--- config.mk ---
export PLATFORM = sky130hd
export DESIGN_NAME = fault_remap_cache
export DESIGN_NICKNAME = d
export VERILOG_FILES = /design/src/rtl/fault_remap_pkg.sv /design/src/rtl/fault_remap_decoder.sv /design/src/rtl/fault_remap_store.sv /design/src/rtl/fault_remap_cache.sv
export SDC_FILE = /design/constraint.sdc
export NUM_CORES = 1
export LEC_CHECK = 0
export BUFFER_PORTS_ARGS = -buffer_cell sky130_fd_sc_hd__buf_2
export CORE_MARGIN = 2
export CORE_UTILIZATION = 40
export CTS_CLUSTER_SIZE = 10
export DETAILED_ROUTE_END_ITERATION = 8
export GPL_TIMING_DRIVEN = 0
export MAX_ROUTING_LAYER = met4
export PLACE_DENSITY = 0.55
export SLEW_MARGIN = 20
export SYNTH_ARGS = -nofsm -noshare
export SYNTH_HDL_FRONTEND = slang
export SYNTH_SLANG_ARGS = --single-unit
--- constraint.sdc ---
create_clock -name clk -period 3.3 [get_ports clk]
set_clock_uncertainty 0.2 [all_clocks]
set_input_delay 0.66 -clock clk [delete_from_list [all_inputs] [get_ports clk]]
set_output_delay 0.66 -clock clk [all_outputs]
set_load 0.05 [all_outputs]
--- src/rtl/fault_remap_pkg.sv ---
package fault_remap_pkg;
  localparam int unsigned DEF_IDX_W  = 3;
  localparam int unsigned DEF_TAG_W  = 5;
  localparam int unsigned DEF_DATA_W = 8;

  typedef enum logic {
    OP_LOOKUP = 1'b0,
    OP_FILL   = 1'b1
  } op_e;
endpackage

--- src/rtl/fault_remap_decoder.sv ---
module fault_remap_decoder #(
  parameter int unsigned IDX_W = 3,
  localparam int unsigned LINES = 1 << IDX_W
) (
  input  logic             clk,
  input  logic             rst_n,
  input  logic [IDX_W-1:0] idx,
  input  logic [LINES-1:0] fault,
  input  logic             rev,
  output logic [IDX_W-1:0] ord_idx,
  output logic [IDX_W-1:0] line,
  output logic [IDX_W-1:0] xmask,
  output logic             nomap
);
  logic [IDX_W-1:0] rv_idx;
  logic [IDX_W:0][LINES-1:0] grp_dead;

  for (genvar b = 0; b < IDX_W; b++) begin : g_rev
    assign rv_idx[b] = idx[IDX_W-1-b];
  end
  assign ord_idx = rev ? rv_idx : idx;

  assign grp_dead[0] = fault;
  for (genvar lv = 0; lv < IDX_W; lv++) begin : g_lvl
    for (genvar j = 0; j < LINES; j++) begin : g_grp
      if (j < (LINES >> (lv + 1))) begin : g_real
        assign grp_dead[lv+1][j] = grp_dead[lv][2*j] & grp_dead[lv][2*j+1];
      end else begin : g_pad
        assign grp_dead[lv+1][j] = 1'b0;
      end
    end
  end
  assign nomap = grp_dead[IDX_W][0];

  always_comb begin
    logic [IDX_W-1:0] pre;
    logic [IDX_W-1:0] cand;
    pre   = '0;
    cand  = '0;
    xmask = '0;
    for (int k = IDX_W - 1; k >= 0; k--) begin
      cand = (pre << 1) | IDX_W'(ord_idx[k]);
      if (grp_dead[k][cand]) cand = cand ^ IDX_W'(1);
      xmask[k] = grp_dead[k][cand ^ IDX_W'(1)];
      pre = cand;
    end
    line = pre;
  end


  identity_map_chk: assert property (@(posedge clk) disable iff (!rst_n)
    (fault == '0 && !rev) |-> (line == idx && xmask == '0));

  healthy_pick_chk: assert property (@(posedge clk) disable iff (!rst_n)
    !nomap |-> !fault[line]);

  forced_miss_chk: assert property (@(posedge clk) disable iff (!rst_n)
    nomap |-> (&fault));
endmodule

--- src/rtl/fault_remap_store.sv ---
module fault_remap_store #(
  parameter int unsigned IDX_W  = 3,
  parameter int unsigned TAG_W  = 5,
  parameter int unsigned DATA_W = 8,
  localparam int unsigned LINES = 1 << IDX_W
) (
  input  logic              clk,
  input  logic              rst_n,
  input  logic              clr,
  input  logic              wr_en,
  input  logic [IDX_W-1:0]  line,
  input  logic [TAG_W-1:0]  tag,
  input  logic [IDX_W-1:0]  ord_idx,
  input  logic [IDX_W-1:0]  xmask,
  input  logic [DATA_W-1:0] wr_data,
  output logic              hit,
  output logic [DATA_W-1:0] rd_data
);
  logic [LINES-1:0]  vld_q;
  logic [TAG_W-1:0]  tag_q  [LINES];
  logic [IDX_W-1:0]  xidx_q [LINES];
  logic [DATA_W-1:0] dat_q  [LINES];

  for (genvar n = 0; n < LINES; n++) begin : g_line
    always_ff @(posedge clk or negedge rst_n) begin
      if (!rst_n) begin
        vld_q[n]  <= 1'b0;
        tag_q[n]  <= '0;
        xidx_q[n] <= '0;
        dat_q[n]  <= '0;
      end else if (clr) begin
        vld_q[n] <= 1'b0;
      end else if (wr_en && line == IDX_W'(n)) begin
        vld_q[n]  <= 1'b1;
        tag_q[n]  <= tag;
        xidx_q[n] <= ord_idx;
        dat_q[n]  <= wr_data;
      end
    end
  end

  assign hit = vld_q[line] && (tag_q[line] == tag)
               && (((xidx_q[line] ^ ord_idx) & xmask) == '0);
  assign rd_data = hit ? dat_q[line] : '0;


  clear_all_chk: assert property (@(posedge clk) disable iff (!rst_n)
    clr |=> (vld_q == '0));
endmodule

--- src/rtl/fault_remap_cache.sv ---
module fault_remap_cache #(
  parameter int unsigned IDX_W  = fault_remap_pkg::DEF_IDX_W,
  parameter int unsigned TAG_W  = fault_remap_pkg::DEF_TAG_W,
  parameter int unsigned DATA_W = fault_remap_pkg::DEF_DATA_W,
  localparam int unsigned LINES  = 1 << IDX_W,
  localparam int unsigned ADDR_W = IDX_W + TAG_W
) (
  input  logic              clk,
  input  logic              rst_n,
  input  logic              cfg_we,
  input  logic [LINES-1:0]  cfg_fault,
  input  logic              cfg_rev,
  input  logic              req_valid,
  output logic              req_ready,
  input  logic              req_fill,
  input  logic [ADDR_W-1:0] req_addr,
  input  logic [DATA_W-1:0] req_data,
  output logic              rsp_valid,
  input  logic              rsp_ready,
  output logic              rsp_hit,
  output logic              rsp_nomap,
  output logic [IDX_W-1:0]  rsp_line,
  output logic [IDX_W-1:0]  rsp_xmask,
  output logic [DATA_W-1:0] rsp_data
);
  import fault_remap_pkg::*;

  logic [LINES-1:0]  fault_q;
  logic              rev_q;
  logic [IDX_W-1:0]  ord_idx, dec_line, dec_mask;
  logic              dec_nomap, st_hit, accept;
  logic [DATA_W-1:0] st_data;
  op_e               op;

  always_ff @(posedge clk or negedge rst_n) begin
    if (!rst_n) begin
      fault_q <= '0;
      rev_q   <= 1'b0;
    end else if (cfg_we) begin
      fault_q <= cfg_fault;
      rev_q   <= cfg_rev;
    end
  end

  assign op        = req_fill ? OP_FILL : OP_LOOKUP;
  assign req_ready = !rsp_valid || rsp_ready;
  assign accept    = req_valid && req_ready;

  fault_remap_decoder #(.IDX_W(IDX_W)) u_dec (
    .clk     (clk),
    .rst_n   (rst_n),
    .idx     (req_addr[IDX_W-1:0]),
    .fault   (fault_q),
    .rev     (rev_q),
    .ord_idx (ord_idx),
    .line    (dec_line),
    .xmask   (dec_mask),
    .nomap   (dec_nomap)
  );

  fault_remap_store #(.IDX_W(IDX_W), .TAG_W(TAG_W), .DATA_W(DATA_W)) u_store (
    .clk     (clk),
    .rst_n   (rst_n),
    .clr     (cfg_we),
    .wr_en   (accept && op == OP_FILL && !dec_nomap),
    .line    (dec_line),
    .tag     (req_addr[ADDR_W-1:IDX_W]),
    .ord_idx (ord_idx),
    .xmask   (dec_mask),
    .wr_data (req_data),
    .hit     (st_hit),
    .rd_data (st_data)
  );

  always_ff @(posedge clk or negedge rst_n) begin
    if (!rst_n) begin
      rsp_valid <= 1'b0;
      rsp_hit   <= 1'b0;
      rsp_nomap <= 1'b0;
      rsp_line  <= '0;
      rsp_xmask <= '0;
      rsp_data  <= '0;
    end else if (accept) begin
      rsp_valid <= 1'b1;
      rsp_hit   <= st_hit && !dec_nomap;
      rsp_nomap <= dec_nomap;
      rsp_line  <= dec_line;
      rsp_xmask <= dec_mask;
      rsp_data  <= dec_nomap ? '0 : st_data;
    end else if (rsp_ready) begin
      rsp_valid <= 1'b0;
    end
  end


  stall_hold_chk: assert property (@(posedge clk) disable iff (!rst_n)
    (rsp_valid && !rsp_ready) |=> (rsp_valid && $stable(rsp_hit) && $stable(rsp_line)
      && $stable(rsp_data) && $stable(rsp_xmask) && $stable(rsp_nomap)));

  nomap_miss_chk: assert property (@(posedge clk) disable iff (!rst_n)
    (rsp_valid && rsp_nomap) |-> !rsp_hit);
endmodule

* Word level (Yosys, flattened, before mapping)
Index checks and enable logic that the tools add are counted.
** Word-level totals
- Flip-flop bits (word level) :: 162
- Bits of input ports :: 31
- Output and inout bits :: 18
- Word-level logic and storage cells :: 159
** Operators by class
- Order comparisons :: 8
- Equal/unequal tests :: 8
- Mux-type cells :: 48
- Bitwise operators :: 19
- Reductions and logical operators :: 36
** Operators by type and width (count)
- $mux 8 :: 4
- $mux 1 :: 30
- $bmux 8 s3 :: 1
- $lt 3x4->1 const B :: 6
- $bmux 1 s3 :: 6
- $reduce_bool 2->1 :: 9
- $reduce_and 2->1 :: 8
- $bmux 5 s3 :: 1
- $logic_and 1x1->1 :: 14
- $eq 3x3->1 const B :: 4
- $mux 5 :: 2
- $bmux 3 s3 :: 1
- $mux 3 :: 3
- $and 1x1->1 :: 7
- $not 1->1 :: 7
- $eq 3x2->1 const B :: 2
- $logic_not 3->1 :: 2
- $eq 5x5->1 :: 1
- $ge 4x4->1 const B :: 1
- $lt 1x4->1 const B :: 1
- $not 3->4 :: 1
- $and 3x3->3 :: 1
- $eq 3x1->1 const B :: 1
- $or 3x1->3 :: 1
- 4 further kinds :: 5

* Longest topological paths before layout
- Word-level depth :: 23
- Gate-level depth with buffers :: 14
- Gate-level depth less buffers :: 9

* Cells and area by module
Synthesis repeated with hierarchy kept, for this count alone.
** Second synthesis, totals
- Cells, all modules :: 551
- Area, all modules :: 7736.2 µm²
** Modules (own cells, without submodules)
- fault_remap_store :: instances 1, cells each 437, area each 6363.6 µm², seq. area each 3403.3 µm²
- fault_remap_cache :: instances 1, cells each 67, area each 1082.3 µm², seq. area each 650.6 µm²
- fault_remap_decoder :: instances 1, cells each 47, area each 290.3 µm², seq. area each 0.0 µm²

* Least setup slack after synthesis
OpenSTA, ideal clock, no wires.
- Path type :: in2reg
- Start point :: in req_addr[2]
- End point :: reg rsp_data[0]
- Library setup time :: 0.111 ns
- Data arrival time :: 3.215 ns
- Required time :: 2.989 ns
- Slack :: -0.226 ns
- Cell stages on the path :: 11
- Buffers on the path :: 2
- Cells stage by stage :: mux2i_4 -> mux2i_2 -> o31ai_4 -> or2_1 -> buf_4 -> buf_4 -> nor4_1 -> a211oi_2 -> xor2_1 -> o2111ai_1 -> o41ai_1
** On the way
- Word-level cells in the longest chain between the ends :: 22
- Elaborated cells between the ends (all ways) :: 43
- Those cells by class :: 1 x eq/ne; 29 x mux; 10 x bitwise; 3 x reduce/logical
** Ends and longest elaborated chain
- start, declared :: line fault_remap_cache.sv:16 : input logic [ADDR_W-1:0] req_addr,
- $mux 3 * :: line fault_remap_decoder.sv:21 : assign ord_idx = rev ? rv_idx : idx;
- $mux 1 (implied by the code) (2 in series) :: line fault_remap_decoder.sv:43 : if (grp_dead[k][cand]) cand = cand ^ IDX_W'(1);
- $mux 1 :: line fault_remap_decoder.sv:43
- $or 2x1->2 :: line fault_remap_decoder.sv:42 : cand = (pre << 1) | IDX_W'(ord_idx[k]);
- $bmux 1 s3 :: line fault_remap_decoder.sv:43
- $mux 1 (implied by the code) :: line fault_remap_decoder.sv:43
- $mux 1 :: line fault_remap_decoder.sv:43
- $or 3x1->3 :: line fault_remap_decoder.sv:42
- [4 not listed]
- $bmux 3 s3 :: line fault_remap_store.sv:43 : && (((xidx_q[line] ^ ord_idx) & xmask) == '0);
- $mux 3 (implied by the code) (2 in series) :: line fault_remap_store.sv:43
- $xor 3x3->3 :: line fault_remap_store.sv:43
- $and 3x3->3 :: line fault_remap_store.sv:43
- $logic_not 3->1 :: line fault_remap_store.sv:43
- $logic_and 1x1->1 :: line fault_remap_store.sv:43
- $mux 8 * :: line fault_remap_store.sv:44 : assign rd_data = hit ? dat_q[line] : '0;
- $mux 8 * :: line fault_remap_cache.sv:89 : rsp_data <= dec_nomap ? '0 : st_data;
- end signal, assigned :: line fault_remap_cache.sv:89
- end, declared :: line fault_remap_cache.sv:24 : output logic [DATA_W-1:0] rsp_data
Mark *: on every way between the ends. The rest lies on a longest branch, timed or not. The select of a mux whose other input is x is not followed.
A chain may end at the register's enable or synchronous reset.

* Worst setup path in the final report
- Start point :: reg rev_q
- End point :: reg rsp_hit
** On the way
- Word-level cells in the longest chain between the ends :: 21
- Elaborated cells between the ends (all ways) :: 39
- Those cells by class :: 1 x eq/ne; 24 x mux; 10 x bitwise; 4 x reduce/logical
** Ends and longest elaborated chain
- start, declared :: line fault_remap_cache.sv:29 : logic rev_q;
- start signal, assigned :: line fault_remap_cache.sv:41 : rev_q <= cfg_rev;
- $mux 3 * :: line fault_remap_decoder.sv:21
- $mux 1 (implied by the code) (2 in series) :: line fault_remap_decoder.sv:43
- $mux 1 :: line fault_remap_decoder.sv:43
- $or 2x1->2 :: line fault_remap_decoder.sv:42
- $bmux 1 s3 :: line fault_remap_decoder.sv:43
- $mux 1 (implied by the code) :: line fault_remap_decoder.sv:43
- $mux 1 :: line fault_remap_decoder.sv:43
- $or 3x1->3 :: line fault_remap_decoder.sv:42
- [3 not listed]
- $not 3->4 (implied by the code) :: line fault_remap_store.sv:42, fault_remap_store.sv:43
- $bmux 3 s3 :: line fault_remap_store.sv:43
- $mux 3 (implied by the code) (2 in series) :: line fault_remap_store.sv:43
- $xor 3x3->3 :: line fault_remap_store.sv:43
- $and 3x3->3 :: line fault_remap_store.sv:43
- $logic_not 3->1 :: line fault_remap_store.sv:43
- $logic_and 1x1->1 * :: line fault_remap_store.sv:43
- $logic_and 1x1->1 * :: line fault_remap_cache.sv:85 : rsp_hit <= st_hit && !dec_nomap;
- end signal, assigned :: line fault_remap_cache.sv:85
- end, declared :: line fault_remap_cache.sv:20 : output logic rsp_hit,
Marks and branches as above.

==> flow_summary.json <==
{
  "status": "finished with violations",
  "violations_in_the_final_reports": "setup timing",
  "startpoint_to_endpoint_class_of_the_critical_path": "reg -> reg",
  "gp_routability_congestion": 0.862,
  "cts_made_buffers": 17,
  "rsz_0062_raised_after_global_routing": "yes",
  "place.port_buffers": 43,
  "p_total_w": 0.00724,
  "worst_slew_margin_rel_pct": 46.3,
  "total_leakage_power_nw": 4.43,
  "coreArea_um2": 18800,
  "maxClockFrequency_ghz": 0.276,
  "hold_crit_path_type": "in -> async",
  "synth-edff-count": 0,
  "total_number_of_nets_in_the_final_design": 824,
  "holdWs_ns": 0.00243,
  "drt-total-wl_um": 23200,
  "grt_first_pass_wirelength_um": 36000,
  "insertion_delay_ns": 0.43,
  "antenna_cells": 0,
  "multiInputGateArea_um2": 4080,
  "mappedNetlistArea_um2": 7730,
  "max_cap_violations": 0,
  "post_drt_via_cell_ratio": 5.64,
  "via_count": 5999,
  "netlist_instances": 699,
  "timing.critical_path.required_ns": 3.44,
  "fin_crit_ns": 3.62,
  "num-fill-cells": 1629,
  "cts_sinks": 162,
  "post_synthesis_net_count": 730,
  "synth_seq_area_share_pct": 52.4,
  "syn2layout_area_growth_pct": 29.4,
  "first_pass_iters": 5,
  "detailed_place_hpwl_um": 14400,
  "pin_count_of_the_biggest_net_entering_global_routing": 85,
  "vdd_ir_drop_max_uv": 307,
  "setup_violations": 9,
  "ff2ff_setup_slack_ns": -0.32,
  "drt-initial-drc-count": 457,
  "most-common-layout-cells": "sky130_fd_sc_hd__dfrtp_1 (161), sky130_fd_sc_hd__nand2_1 (123), sky130_fd_sc_hd__mux2_2 (111), sky130_fd_sc_hd__buf_2 (48), sky130_fd_sc_hd__o21ai_0 (33)",
  "cts_root_buf": "sky130_fd_sc_hd__clkbuf_16",
  "async_reset_ff_share_pct": 100,
  "drc_errors": 0,
  "hold_violations": 0,
  "route.detailed.wl_per_inst_um": 21.8,
  "tritoncts_clock_tree": "built",
  "clk_pin_slew_worst_paths_ns": 0.07,
  "post_route_cells_drive_above_1_share_pct": 41.4,
  "num_rows": 50,
  "i_o_pins": 49,
  "fp.dieArea_um2": 20500,
  "ctsLongestPathBuffers": 2,
  "synth.ff_latch_count": 162,
  "ant_nets": 0,
  "crit_path_max_fanout": 10,
  "cts-hold-fix-buffers": 0,
  "final_common_cell": "sky130_fd_sc_hd__dfrtp_1",
  "critical_path_endpoint_category": "flip-flop",
  "initial_core_util_pct": 41.1,
  "syn-mean-instance-area_um2": 11.1,
  "timing_worst_slew_pin_value_ns": 0.790,
  "yosys.cell_types.count": 51,
  "grt_pass1_vias": 6293,
  "timing.final.max_slew_violations": 0,
  "worstPathArrival_ns": 3.76,
  "synth_ff_type": "sky130_fd_sc_hd__dfrtp_1",
  "yosys_warnings": 0,
  "chipHeight_um": 143,
  "power_per_standard_cell_area_nw_per_um2": 724,
  "register_area_um2": 4060,
  "htree_levels": 4,
  "antenna_found_initial": 0,
  "final_setup_tns_ns": -2.37,
  "postLayoutSetupSlackWorst_ns": -0.322,
  "floorplan.die.width_um": 143,
  "gr-usage-all-layers_pct": 24.4,
  "post-route-period-util_pct": 110,
  "cp-start-kind": "flip-flop",
  "finish.utilization_pct": 53.1,
  "grt_remaining_overflow": 0
}
routing by layer:
metal	part of all wire, %	up-vias	track usage [%]	routed length (µm)
li1	-	2716	-	-
met1	45	3112	31.3	10300
met2	49	138	39.1	11400
met3	4.2	33	4.39	981
met4	2.0	0	8.34	474
met5	0	-	-	0
layout make-up:
class,count,share of cell area (%)
clock inverters,11,1.31
clock buffers,19,4.53
repair buffers,74,5.17
flip-flops and latches,162,40.5
multi-input cells,471,40.8
well taps,260,3.25
inverters,17,0.638
plain buffers,50,3.80
synthesized netlist by cell type, types with 2 or more instances:
master	number	area, µm²
sky130_fd_sc_hd__buf_1	3	11.3
sky130_fd_sc_hd__o21ai_0	34	170
sky130_fd_sc_hd__a21boi_0	10	75.1
sky130_fd_sc_hd__a311oi_1	9	78.8
sky130_fd_sc_hd__nand3_1	19	95.1
sky130_fd_sc_hd__and4_1	2	17.5
sky130_fd_sc_hd__nand2_1	125	469
sky130_fd_sc_hd__nor4b_1	2	17.5
sky130_fd_sc_hd__and2_1	2	12.5
sky130_fd_sc_hd__nor3_1	13	65.1
sky130_fd_sc_hd__o31ai_1	4	30.0
sky130_fd_sc_hd__a21oi_1	9	45.0
sky130_fd_sc_hd__xnor2_1	7	61.3
sky130_fd_sc_hd__a2111oi_0	20	175
sky130_fd_sc_hd__mux2_2	112	1260
sky130_fd_sc_hd__o41ai_1	8	70.1
sky130_fd_sc_hd__mux2i_1	17	170
sky130_fd_sc_hd__a31oi_1	9	56.3
sky130_fd_sc_hd__buf_2	8	40.0
sky130_fd_sc_hd__nor4_1	6	37.5
sky130_fd_sc_hd__a211oi_1	2	15.0
sky130_fd_sc_hd__a211o_1	3	26.3
sky130_fd_sc_hd__a21o_1	4	30.0
sky130_fd_sc_hd__buf_4	4	30.0
sky130_fd_sc_hd__nor2_1	19	71.3
sky130_fd_sc_hd__and3_1	9	56.3
sky130_fd_sc_hd__nand2b_1	2	12.5
sky130_fd_sc_hd__inv_1	17	63.8
sky130_fd_sc_hd__buf_6	3	33.8
sky130_fd_sc_hd__mux2i_2	2	27.5
sky130_fd_sc_hd__clkbuf_1	34	128
sky130_fd_sc_hd__dfrtp_1	162	4050
worst max-delay path, cell delays in order, from the launching register on:
cell and delay (ns):
sky130_fd_sc_hd__dfrtp_1 0.34, sky130_fd_sc_hd__buf_6 0.12, sky130_fd_sc_hd__mux2i_4 0.29, sky130_fd_sc_hd__buf_4 0.18, sky130_fd_sc_hd__mux2i_4 0.26, sky130_fd_sc_hd__o31ai_4 0.12, sky130_fd_sc_hd__clkbuf_4 0.20, sky130_fd_sc_hd__nor3_1 0.41
sky130_fd_sc_hd__a2111oi_4 0.12, sky130_fd_sc_hd__nor4_4 0.34, sky130_fd_sc_hd__xnor2_2 0.15, sky130_fd_sc_hd__buf_6 0.16, sky130_fd_sc_hd__o2111ai_4 0.26, sky130_fd_sc_hd__buf_6 0.22, sky130_fd_sc_hd__o31ai_2 0.15
metrics by stage:
stage               std cells  setup WS, ns  area, µm²
floorplan                 699        -0.163       7960
global placement         1002         -1.40       8500
detailed placement       1003         -1.50       8540
CTS                      1058        -0.219       9800
global route             1064        -0.448      10000
finish                   1064        -0.322      10000
power by group:
group | switching, W | internal (W) | leakage [nW]
clock | 0.000820 | 0.00115 | 0.278
combinational | 0.00132 | 0.00107 | 2.05
sequential | 0.000328 | 0.00256 | 2.10
total | 0.00247 | 0.00478 | 4.43
flip-flops by register name, indices dropped and copies added (netlist names):
register and count:
u_store.dat_q 64, u_store.tag_q 40, u_store.xidx_q 24, fault_q 8, rsp_data 8, u_store.vld_q 8, rsp_line 3, rsp_xmask 3
rev_q 1, rsp_hit 1, rsp_nomap 1, rsp_valid 1
final timing paths:
path,startpoint,to,cells past startpoint
max in group asynchronous,rst_n,u_store.xidx_q[14],2
worst max-delay path,rev_q,rsp_hit,14
worst max register to register,rev_q,rsp_hit,14
min in group clk,req_valid,rsp_valid,2
worst min register to register,rsp_data[3],rsp_data[3],2
worst min-delay path,rst_n,fault_q[0],1
cells by family after synthesis:
kind of cell | Yosys count | synth area share [%]
and+or+nand+nor | 204 | 11.6
muxes | 133 | 19.5
AOI/OAI and AO/OA | 123 | 11.6
buffers and inverters | 69 | 3.96
xor gates and xnor gates | 8 | 0.906
DFF | 162 | 52.4
what timing repair did:
item / in CTS / in global routing
setup endpoints to repair: 148 / 115
endpoints found under the hold margin: 0 / 0
buffers inserted: 23 / 6
pin swaps: 25 / 16
gates resized for setup: 112 / 39
cloned: 4 / 0
(Power assumes the default switching activity.)
